`src/rtl/dma_seq_pkg.sv`:
```
// Shared encodings for the DMA channel sequencer: transfer kinds,
// control word field positions and sequencer states.
package dma_seq_pkg;
    typedef enum logic [1:0] {
        XT_M2M = 2'd0,
        XT_M2P = 2'd1,
        XT_P2M = 2'd2,
        XT_P2P = 2'd3
    } xfer_t;

    typedef enum logic [2:0] {
        ST_IDLE,
        ST_WAIT,
        ST_READ,
        ST_WRITE,
        ST_FETCH
    } seq_st_t;

    localparam int CW_ERRIE = 25;
    localparam int CW_SINC  = 26;
    localparam int CW_DINC  = 27;
    localparam int CW_KLO   = 28;
    localparam int CW_PFLOW = 30;
    localparam int CW_TCIE  = 31;
endpackage

```
`src/rtl/dma_seq_regs.sv`:
```
// Channel register set: source, destination, next pointer, control.
// Assumes: software writes only land while idle; item loads from the
// sequencer take precedence; beat updates step addresses and count.
module dma_seq_regs
    import dma_seq_pkg::*;
#(
    parameter int DW    = 32,
    parameter int CNT_W = 16
) (
    input  logic          clk,
    input  logic          rst_n,
    input  logic          cfg_wr,
    input  logic [1:0]    cfg_sel,
    input  logic [DW-1:0] cfg_wdata,
    input  logic          busy,
    input  logic          lli_wr,
    input  logic [1:0]    lli_sel,
    input  logic [DW-1:0] lli_data,
    input  logic          beat_done,
    input  logic          dec_en,
    output logic [DW-1:0] src_q,
    output logic [DW-1:0] dst_q,
    output logic [DW-1:0] lli_q,
    output logic [DW-1:0] ctrl_q
);
    localparam int STEP = DW / 8;

    logic          wr_any;
    logic [1:0]    wr_sel;
    logic [DW-1:0] wr_data;

    // Pick the load source: item fetch beats software writes.
    always_comb begin
        wr_any  = lli_wr || (cfg_wr && !busy);
        wr_sel  = lli_wr ? lli_sel : cfg_sel;
        wr_data = lli_wr ? lli_data : cfg_wdata;
    end

    // Register update: loads, then per-beat address/count stepping.
    always_ff @(posedge clk) begin
        if (!rst_n) begin
            src_q  <= '0;
            dst_q  <= '0;
            lli_q  <= '0;
            ctrl_q <= '0;
        end else if (wr_any) begin
            case (wr_sel)
                2'd0:    src_q  <= wr_data;
                2'd1:    dst_q  <= wr_data;
                2'd2:    lli_q  <= wr_data;
                default: ctrl_q <= wr_data;
            endcase
        end else if (beat_done) begin
            if (ctrl_q[CW_SINC]) src_q <= src_q + DW'(STEP);
            if (ctrl_q[CW_DINC]) dst_q <= dst_q + DW'(STEP);
            if (dec_en) ctrl_q[CNT_W-1:0] <= ctrl_q[CNT_W-1:0] - CNT_W'(1);
        end
    end
endmodule

```
`src/rtl/dma_seq_reqsel.sv`:
```
// Request routing by transfer kind: which request starts a beat, which
// last flag ends the transfer, who is acknowledged, and whether the
// peripheral owns flow control. Memory-to-memory self-requests and
// always uses engine flow control.
module dma_seq_reqsel
    import dma_seq_pkg::*;
(
    input  xfer_t kind,
    input  logic  pflow_bit,
    input  logic  src_req,
    input  logic  src_last,
    input  logic  dst_req,
    input  logic  dst_last,
    output logic  req_hit,
    output logic  req_last,
    output logic  pflow_eff,
    output logic  ack_src_sel,
    output logic  ack_dst_sel
);
    // Decode request side and acknowledge targets per kind.
    always_comb begin
        req_hit     = 1'b0;
        req_last    = 1'b0;
        pflow_eff   = pflow_bit;
        ack_src_sel = 1'b0;
        ack_dst_sel = 1'b0;
        case (kind)
            XT_M2M: begin
                req_hit   = 1'b1;
                pflow_eff = 1'b0;
            end
            XT_M2P: begin
                req_hit     = dst_req;
                req_last    = dst_last;
                ack_dst_sel = 1'b1;
            end
            XT_P2M: begin
                req_hit     = src_req;
                req_last    = src_last;
                ack_src_sel = 1'b1;
            end
            default: begin
                req_hit     = src_req;
                req_last    = src_last;
                ack_src_sel = 1'b1;
                ack_dst_sel = 1'b1;
            end
        endcase
    end
endmodule

```
`src/rtl/dma_seq_fsm.sv`:
```
// Channel sequencer: wait for request and grant, read source, write
// destination, decide completion, fetch the next item or stop.
// Assumes the bus holds bus_done high for one cycle per access.
module dma_seq_fsm
    import dma_seq_pkg::*;
#(
    parameter int DW    = 32,
    parameter int CNT_W = 16
) (
    input  logic             clk,
    input  logic             rst_n,
    input  logic             en_set,
    input  logic             en_clr,
    input  logic             arb_grant,
    input  logic             req_hit,
    input  logic             req_last,
    input  logic             pflow_eff,
    input  logic             ack_src_sel,
    input  logic             ack_dst_sel,
    input  logic             tc_ie,
    input  logic             err_ie,
    input  logic [CNT_W-1:0] cnt,
    input  logic [DW-1:0]    src_q,
    input  logic [DW-1:0]    dst_q,
    input  logic [DW-1:0]    lli_q,
    input  logic [DW-1:0]    bus_rdata,
    input  logic             bus_done,
    input  logic             bus_err,
    output logic             ch_active,
    output logic             arb_pending,
    output logic             bus_req,
    output logic             bus_we,
    output logic [DW-1:0]    bus_addr,
    output logic [DW-1:0]    bus_wdata,
    output logic             beat_done,
    output logic             lli_wr,
    output logic [1:0]       lli_sel,
    output logic             src_ack,
    output logic             dst_ack,
    output logic             irq_tc,
    output logic             irq_err
);
    localparam int STEP = DW / 8;

    seq_st_t       st_q;
    logic [DW-1:0] data_q;
    logic [DW-1:0] base_q;
    logic [1:0]    fidx_q;
    logic          last_q;
    logic          abort_q;
    logic          abort;
    logic          complete;

    assign abort    = abort_q || en_clr;
    assign complete = pflow_eff ? last_q : (cnt == CNT_W'(1));

    // Bus and register-file strobes decoded from the current state.
    always_comb begin
        bus_req     = (st_q == ST_READ) || (st_q == ST_WRITE) || (st_q == ST_FETCH);
        bus_we      = (st_q == ST_WRITE);
        bus_wdata   = data_q;
        case (st_q)
            ST_READ:  bus_addr = src_q;
            ST_WRITE: bus_addr = dst_q;
            default:  bus_addr = base_q + DW'(fidx_q) * DW'(STEP);
        endcase
        beat_done   = (st_q == ST_WRITE) && bus_done && !bus_err;
        lli_wr      = (st_q == ST_FETCH) && bus_done && !bus_err;
        lli_sel     = fidx_q;
        arb_pending = (st_q == ST_WAIT) && req_hit && !abort;
    end

    // State, data hold, abort latch and one-cycle completion pulses.
    always_ff @(posedge clk) begin
        if (!rst_n) begin
            st_q      <= ST_IDLE;
            data_q    <= '0;
            base_q    <= '0;
            fidx_q    <= '0;
            last_q    <= 1'b0;
            abort_q   <= 1'b0;
            ch_active <= 1'b0;
            src_ack   <= 1'b0;
            dst_ack   <= 1'b0;
            irq_tc    <= 1'b0;
            irq_err   <= 1'b0;
        end else begin
            src_ack <= 1'b0;
            dst_ack <= 1'b0;
            irq_tc  <= 1'b0;
            irq_err <= 1'b0;
            if (st_q == ST_IDLE) abort_q <= 1'b0;
            else if (en_clr)     abort_q <= 1'b1;
            case (st_q)
                ST_IDLE: if (en_set) begin
                    st_q      <= ST_WAIT;
                    ch_active <= 1'b1;
                end
                ST_WAIT: if (abort) begin
                    st_q      <= ST_IDLE;
                    ch_active <= 1'b0;
                end else if (req_hit && arb_grant) begin
                    st_q   <= ST_READ;
                    last_q <= req_last;
                end
                ST_READ: if (bus_done) begin
                    if (bus_err) begin
                        st_q      <= ST_IDLE;
                        ch_active <= 1'b0;
                        irq_err   <= err_ie;
                    end else begin
                        data_q <= bus_rdata;
                        st_q   <= ST_WRITE;
                    end
                end
                ST_WRITE: if (bus_done) begin
                    if (bus_err) begin
                        st_q      <= ST_IDLE;
                        ch_active <= 1'b0;
                        irq_err   <= err_ie;
                    end else if (complete) begin
                        src_ack <= ack_src_sel;
                        dst_ack <= ack_dst_sel;
                        irq_tc  <= tc_ie;
                        if (lli_q != '0) begin
                            base_q <= lli_q;
                            fidx_q <= 2'd0;
                            st_q   <= ST_FETCH;
                        end else begin
                            st_q      <= ST_IDLE;
                            ch_active <= 1'b0;
                        end
                    end else if (abort) begin
                        st_q      <= ST_IDLE;
                        ch_active <= 1'b0;
                    end else begin
                        st_q <= ST_WAIT;
                    end
                end
                ST_FETCH: if (bus_done) begin
                    if (bus_err) begin
                        st_q      <= ST_IDLE;
                        ch_active <= 1'b0;
                        irq_err   <= err_ie;
                    end else if (fidx_q == 2'd3) begin
                        st_q <= ST_WAIT;
                    end else begin
                        fidx_q <= fidx_q + 2'd1;
                    end
                end
                default: st_q <= ST_IDLE;
            endcase
        end
    end
endmodule

```
`src/rtl/dma_seq_top.sv`:
```
// One DMA channel: register set, request routing and sequencer.
// Assumes a single-word bus master port and an external arbiter that
// raises arb_grant when this channel wins and the engine owns the bus.
module dma_seq_top
    import dma_seq_pkg::*;
#(
    parameter int DW    = 32,
    parameter int CNT_W = 16
) (
    input  logic          clk,
    input  logic          rst_n,
    input  logic          cfg_wr,
    input  logic [1:0]    cfg_sel,
    input  logic [DW-1:0] cfg_wdata,
    input  logic          en_set,
    input  logic          en_clr,
    output logic          ch_active,
    input  logic          src_req,
    input  logic          src_last,
    input  logic          dst_req,
    input  logic          dst_last,
    output logic          src_ack,
    output logic          dst_ack,
    output logic          arb_pending,
    input  logic          arb_grant,
    output logic          bus_req,
    output logic          bus_we,
    output logic [DW-1:0] bus_addr,
    output logic [DW-1:0] bus_wdata,
    input  logic [DW-1:0] bus_rdata,
    input  logic          bus_done,
    input  logic          bus_err,
    output logic          irq_tc,
    output logic          irq_err
);
    logic [DW-1:0] src_q, dst_q, lli_q, ctrl_q;
    logic          req_hit, req_last, pflow_eff, ack_src_sel, ack_dst_sel;
    logic          beat_done, lli_wr;
    logic [1:0]    lli_sel;
    xfer_t         kind;

    assign kind = xfer_t'(ctrl_q[CW_KLO+1:CW_KLO]);

    dma_seq_regs #(.DW(DW), .CNT_W(CNT_W)) regs_i (
        .clk(clk), .rst_n(rst_n), .cfg_wr(cfg_wr), .cfg_sel(cfg_sel),
        .cfg_wdata(cfg_wdata), .busy(ch_active), .lli_wr(lli_wr),
        .lli_sel(lli_sel), .lli_data(bus_rdata), .beat_done(beat_done),
        .dec_en(!pflow_eff), .src_q(src_q), .dst_q(dst_q), .lli_q(lli_q),
        .ctrl_q(ctrl_q)
    );

    dma_seq_reqsel rsel_i (
        .kind(kind), .pflow_bit(ctrl_q[CW_PFLOW]), .src_req(src_req),
        .src_last(src_last), .dst_req(dst_req), .dst_last(dst_last),
        .req_hit(req_hit), .req_last(req_last), .pflow_eff(pflow_eff),
        .ack_src_sel(ack_src_sel), .ack_dst_sel(ack_dst_sel)
    );

    dma_seq_fsm #(.DW(DW), .CNT_W(CNT_W)) fsm_i (
        .clk(clk), .rst_n(rst_n), .en_set(en_set), .en_clr(en_clr),
        .arb_grant(arb_grant), .req_hit(req_hit), .req_last(req_last),
        .pflow_eff(pflow_eff), .ack_src_sel(ack_src_sel),
        .ack_dst_sel(ack_dst_sel), .tc_ie(ctrl_q[CW_TCIE]),
        .err_ie(ctrl_q[CW_ERRIE]), .cnt(ctrl_q[CNT_W-1:0]), .src_q(src_q),
        .dst_q(dst_q), .lli_q(lli_q), .bus_rdata(bus_rdata),
        .bus_done(bus_done), .bus_err(bus_err), .ch_active(ch_active),
        .arb_pending(arb_pending), .bus_req(bus_req), .bus_we(bus_we),
        .bus_addr(bus_addr), .bus_wdata(bus_wdata), .beat_done(beat_done),
        .lli_wr(lli_wr), .lli_sel(lli_sel), .src_ack(src_ack),
        .dst_ack(dst_ack), .irq_tc(irq_tc), .irq_err(irq_err)
    );
endmodule

```
`config.mk`:
```
export PLATFORM = sky130hd
export DESIGN_NAME = dma_seq_top
export DESIGN_NICKNAME = d
export VERILOG_FILES = /design/src/rtl/dma_seq_pkg.sv /design/src/rtl/dma_seq_regs.sv /design/src/rtl/dma_seq_reqsel.sv /design/src/rtl/dma_seq_fsm.sv /design/src/rtl/dma_seq_top.sv
export SDC_FILE = /design/constraint.sdc
export NUM_CORES = 1
export LEC_CHECK = 0
export ABC_CLOCK_PERIOD_IN_PS = 2900
export BUFFER_PORTS_ARGS = -buffer_cell sky130_fd_sc_hd__buf_4
export CORE_MARGIN = 10
export CORE_UTILIZATION = 59
export CTS_CLUSTER_SIZE = 24
export DETAILED_ROUTE_END_ITERATION = 8
export PLACE_DENSITY = 0.81
export SLEW_MARGIN = 20
export SYNTH_ARGS = -nofsm -noshare
export SYNTH_HDL_FRONTEND = slang
export SYNTH_SLANG_ARGS = --single-unit
```
`constraint.sdc`:
```
create_clock -name clk -period 2.9 [get_ports clk]
set_clock_uncertainty 0.15 [all_clocks]
set_input_delay 0.145 -clock clk [delete_from_list [all_inputs] [get_ports clk]]
set_output_delay 0.145 -clock clk [all_outputs]
set_load 0.005 [all_outputs]
```
Word-level counts from Yosys, hierarchy flattened
Index checks and enable logic that the tools add are counted.
Operators by class
  add/subtract/negate cells: 5
  eq/ne operators: 28
  multiplexer cells: 52
  bitwise logic cells: 7
  reductions and logical operators: 43
Operators by type and width (count)
  $mux W32: 9
  $add A32 B3 Y32 const B: 2
  $mux W16: 4
  $pmux W32 S2: 1
  $mux W3: 11
  $add A32 B4 Y32: 1
  $reduce_bool A32 Y1: 1
  $ne A2 B2 Y1 const B: 10
  $mux W2: 9
  $eq A16 B1 Y1 const B: 1
  $sub A16 B1 Y16 const B: 1
  $pmux W3 S5: 1
  $reduce_and A3 Y1: 5
  $mux W1: 13
  $reduce_and A6 Y1: 2
  $ne A2 B1 Y1 const B: 5
  $logic_and A1 B1 Y1: 8
  $reduce_and A8 Y1: 1
  $reduce_bool A2 Y1: 4
  $reduce_or A2 Y1: 4
  $not A1 Y1: 7
  $eq A2 B2 Y1 const B: 3
  $eq A3 B2 Y1 const B: 2
  $reduce_or A3 Y1: 2
  19 further kinds: 28
Word-level totals
  flip-flop bits (word level): 204
  bits of input ports: 78
  output and inout port bits: 72
  logic and storage cells: 151

Logic depth before layout (Yosys ltp)
  word-level depth: 8
  gate-level depth with buffers: 9
  mapped depth without buffers: 7

By module
Synthesis repeated with hierarchy kept, for this count alone.
Unflattened totals
  cell total of the unflattened synthesis: 1450
  area, all modules: 11259.5 um2
Modules (own cells, without submodules)
  dma_seq_regs: times used 1, cells an instance 867, area an instance 6795.3 um2, seq. area each 2562.5 um2
  dma_seq_fsm: times used 1, cells an instance 573, area an instance 4416.7 um2, seq. area each 1521.5 um2
  dma_seq_reqsel: times used 1, cells an instance 9, area an instance 43.8 um2, seq. area each 0.0 um2
  dma_seq_top: times used 1, cells an instance 1, area an instance 3.8 um2, seq. area each 0.0 um2

Least setup slack after synthesis
OpenSTA, ideal clock, no wires.
  kind: register to register
  start point: register regs_i.ctrl_q[0]
  end point: register regs_i.ctrl_q[14]
  library setup time: 0.132 ns
  arrival time: 2.044 ns
  data required time: 2.618 ns
  slack: 0.574 ns
  cell stages (with the launch flop): 9
  path buffers: 1
  clock period less this slack: 2.326 ns
  cell sequence: dfxtp_1 -> inv_1 -> ha_1 -> or3b_2 -> or4_1 -> clkbuf_1 -> o31a_1 -> o21ai_0 -> a21oi_1
Between the ends
  longest elaborated chain between the ends: 4
Ends and longest elaborated chain
  start: declaration: line dma_seq_regs.sv:24  | output logic [DW-1:0] ctrl_q
  start signal: assignment: line dma_seq_regs.sv:51  | default: ctrl_q <= wr_data;
  start signal: indexed assignment: line dma_seq_regs.sv:56  | if (dec_en) ctrl_q[CNT_W-1:0] <= ctrl_q[CNT_W-1:0] - CNT_W'(1);
  $sub A16 B1 Y16: line dma_seq_regs.sv:56
  $mux W16: line dma_seq_regs.sv:56
  $mux W16: line dma_seq_regs.sv:53  | end else if (beat_done) begin
  $mux W16: line dma_seq_regs.sv:46  | end else if (wr_any) begin
No other way between the ends. The select of a mux whose other input is x is not followed.
A chain may end at the register's enable or synchronous reset.

Final worst setup path
  start point: register fsm_i.st_q[0]
  end point: output port bus_addr[29]
Between the ends
  longest elaborated chain between the ends: 2
  elaborated cells on any way between the ends: 3
  classes of those cells: eq/ne: 2; mux: 1
Ends and longest elaborated chain
  start: declaration: line dma_seq_fsm.sv:45  | seq_st_t st_q;
  start signal: assignment: line dma_seq_fsm.sv:76  | st_q <= ST_IDLE;
  start signal: assignment: line dma_seq_fsm.sv:96  | st_q <= ST_WAIT;
  start signal: assignment: line dma_seq_fsm.sv:100  | st_q <= ST_IDLE;
  $eq A3 B2 Y1: line dma_seq_fsm.sv:62  | case (st_q)
  $pmux W32 S2 *: line dma_seq_fsm.sv:62
  end: declaration: line dma_seq_top.sv:28  | output logic [DW-1:0] bus_addr,
Mark *: on every way between the ends. The rest lies on a longest branch, timed or not.

==> metrics.csv <==
metric,value,unit
status,"finished, final reports clean",
route.detailed.drc,0,
nets,1740,
crit_arrival,2.50,ns
p_sw,0.00344,W
avgSynthCellArea,7.54,um^2
switching_share,39.7,%
cp-end-kind,output port,
die_area,0.0248,mm^2
syn_to_final_growth,25.4,%
syn_inst,1480,
fill_cells,1425,
required,2.61,ns
syn_area,0.0112,mm^2
hold_class,in2reg,
rsz0062_at_grt,no,
syn-num-nets,1566,
drt-total-wl,45600,um
setup_viol,0,
first_iter_violations,1641,
viasPerCell,6.89,
cellLeakagePower,5.08,nW
grt_max_degree,99,
start_util,59.9,%
slowest_stage,buf_4,
cpMostUsedCell,buf_4,
grt.total_usage,35.6,%
crit_path_max_incr_delay,0.59,ns
hold_viol,0,
ys_async_sr_fraction,0,%
period_share,96.4,%
clk_pin_slew_worst_paths,0.09,ns
crit_path_start_kind,register,
clockBufferDepth,2,
synth-edff-count,0,
ir_drop,519,uV
max_cap_viol_count,0,
wl_per_cell,24.0,um
worst_pin_slew,0.743,ns
power_density,618,mW/mm^2
io_pins,150,
cts.sinks,195,
clk_latency,0.46,ns
final_core_util,75.1,%
max_slew_margin,50.5,%
synth_top_flop_cell,dfxtp_1,
clock-root-buffer,clkbuf_16,
p_int,0.00521,W
worstPathMaxFanout,55,
ant_nets,0,
globalplace.congestion,1.00,
cts_tree,yes,
cp_cell_sequence,buf_4 > buf_4 > nor2b_1 > a211oi_1 > a21oi_1 > buf_4,
sequentialPowerShare,35.1,%
worst-setup-path-type,reg2out,
tns,0,ns
synth.distinct_cells,79,
fmax,0.358,GHz
slew_violations,0,
hpwl,31400,um
dieWidth,158,um
grt_pass1_vias,12200,
grt_pass1_wl,69300,um
dr.pass1.iters,6,
synth_seq_cells,195,
fin_crit,2.80,ns
die_y,158,um
antenna_found_initial,1,
overflow,0,
placementRows,50,
route.vias.total,13100,
cts_buffers,17,
yosysWarnings,0,
ys_seq_area_share,35.0,%
layout-drive-gt1-share,17.8,%
io_buffers,149,
pwr-share-clk,30.1,%
p_comb_share,34.7,%
htreeDepth,4,
fp.coreArea,0.0186,mm^2
==> cells in the final DEF, fill, tap and decap left out, types with 12 or more instances in the layout <==
| cell type | n |
|---|---|
| a211oi_1 | 25 |
| a21oi_1 | 186 |
| a22o_1 | 15 |
| a311oi_1 | 29 |
| and3_1 | 18 |
| and4_1 | 12 |
| buf_4 | 209 |
| clkbuf_16 | 17 |
| dfxtp_1 | 192 |
| dlygate4sd3_1 | 62 |
| inv_1 | 22 |
| mux2i_1 | 33 |
| nand2_1 | 185 |
| nand3_1 | 72 |
| nand4_1 | 25 |
| nor2_1 | 101 |
| nor2b_1 | 19 |
| nor3_1 | 37 |
| nor4_1 | 29 |
| o211ai_1 | 14 |
| o21ai_0 | 124 |
| xnor2_1 | 24 |
==> power groups by stage <==
stage / registers, W / logic (W) / clock network [W]
CTS: 0.00302 / 0.00289 / 0.00259
finish: 0.00304 / 0.00300 / 0.00261
detailed placement: 0.00309 / 0.00280 / 0
global placement: 0.00308 / 0.00278 / 0
global route: 0.00306 / 0.00317 / 0.00270
floorplan: 0.00303 / 0.00170 / 0
==> through the flow <==
stage	cell area, um^2	setup slack, ns	hold WS, ns	cells	total power [W]
floorplan	11200	0.574	0.105	1480	0.00473
global placement	12700	0.301	0.207	1804	0.00586
finish	14000	0.103	0.0315	1903	0.00865
global route	14000	0.0139	0.0201	1902	0.00893
CTS	13900	0.0130	0.0140	1900	0.00850
detailed placement	12700	0.255	0.212	1804	0.00589
==> timing repair <==
item,CTS,global route
hold buffers,62,0
resized for setup,4,9
endpoints found under the hold margin,75,0
setup endpoints to repair,19,12
buffers inserted,2,1
==> critical path, delay by kind of cell, from the launching register on <==
family | cells | cell delay, ns
AOI/OAI and AO/OA | 2 | 0.64
buffers and inverters | 3 | 0.92
DFF | 1 | 0.33
and+or+nand+nor | 1 | 0.11
==> cells in the mapped netlist (29+ instances only) <==
| master | n | share of area [%] |
|---|---|---|
| nand3_1 | 72 | 3.2 |
| nand2_1 | 185 | 6.2 |
| dfxtp_1 | 195 | 35 |
| nor4_1 | 29 | 1.6 |
| clkbuf_1 | 85 | 2.9 |
| o21ai_0 | 125 | 5.6 |
| nor2_1 | 102 | 3.4 |
| nor3_1 | 42 | 1.9 |
| a311oi_1 | 29 | 2.3 |
| mux2i_1 | 33 | 3.0 |
| a21oi_1 | 187 | 8.4 |
==> cell type report <==
cell class	count	area [um^2]	share of cell area [%]
flip-flops and latches	195	3910	27.9
multi-input cells	1139	6750	48.2
inverters	24	92.6	0.661
clock buffers	17	425	3.04
diodes	2	5.00	0.0358
repair buffers	277	2300	16.4
clock inverters	15	225	1.61
well taps	234	293	2.09
==> metal layers <==
metal,vias to the layer above,share of wire (%),GRT usage [%]
met5,-,0,0
met4,0,6.2,21.1
met3,211,12,11.2
met2,981,44,53.8
met1,6091,37,43.5
li1,5830,-,-
==> flip-flops by register name (all words and copies together), names as in the netlist <==
signal,cells
fsm_i.base_q,32
fsm_i.bus_wdata,32
regs_i.dst_q,32
regs_i.lli_q,32
regs_i.src_q,32
regs_i.ctrl_q,23
fsm_i.st_q,3
fsm_i.lli_sel,2
fsm_i.abort_q,1
fsm_i.ch_active,1
fsm_i.dst_ack,1
fsm_i.irq_err,1
fsm_i.irq_tc,1
fsm_i.last_q,1
fsm_i.src_ack,1
==> path summary, 6_finish.rpt <==
kind / from / end / slack, ns / cells after the start
max reg2reg: fsm_i.st_q[0]$_SDFFE_PN0P_ / regs_i.src_q[19]$_SDFFE_PN0P_ / 0.23 / 8
min reg2reg: fsm_i.bus_wdata[8]$_SDFFE_PN0P_ / fsm_i.bus_wdata[8]$_SDFFE_PN0P_ / 0.31 / 2
min: cfg_wdata[0] / regs_i.lli_q[0]$_SDFFE_PN0P_ / 0.03 / 3
max: fsm_i.st_q[0]$_SDFFE_PN0P_ / bus_addr[29] / 0.10 / 6
==> cells by family after synthesis <==
family                     Yosys count  share of synthesized area, %
and+or+nand+nor                    558                          24.7
AOI/OAI and AO/OA                  506                          28.3
DFF                                195                          35.0
buffers and inverters              146                          5.31
muxes                               39                          3.56
xor gates and xnor gates            27                          2.12
adders and majority gates            9                          1.05
Power figures use the tool's default switching activity.
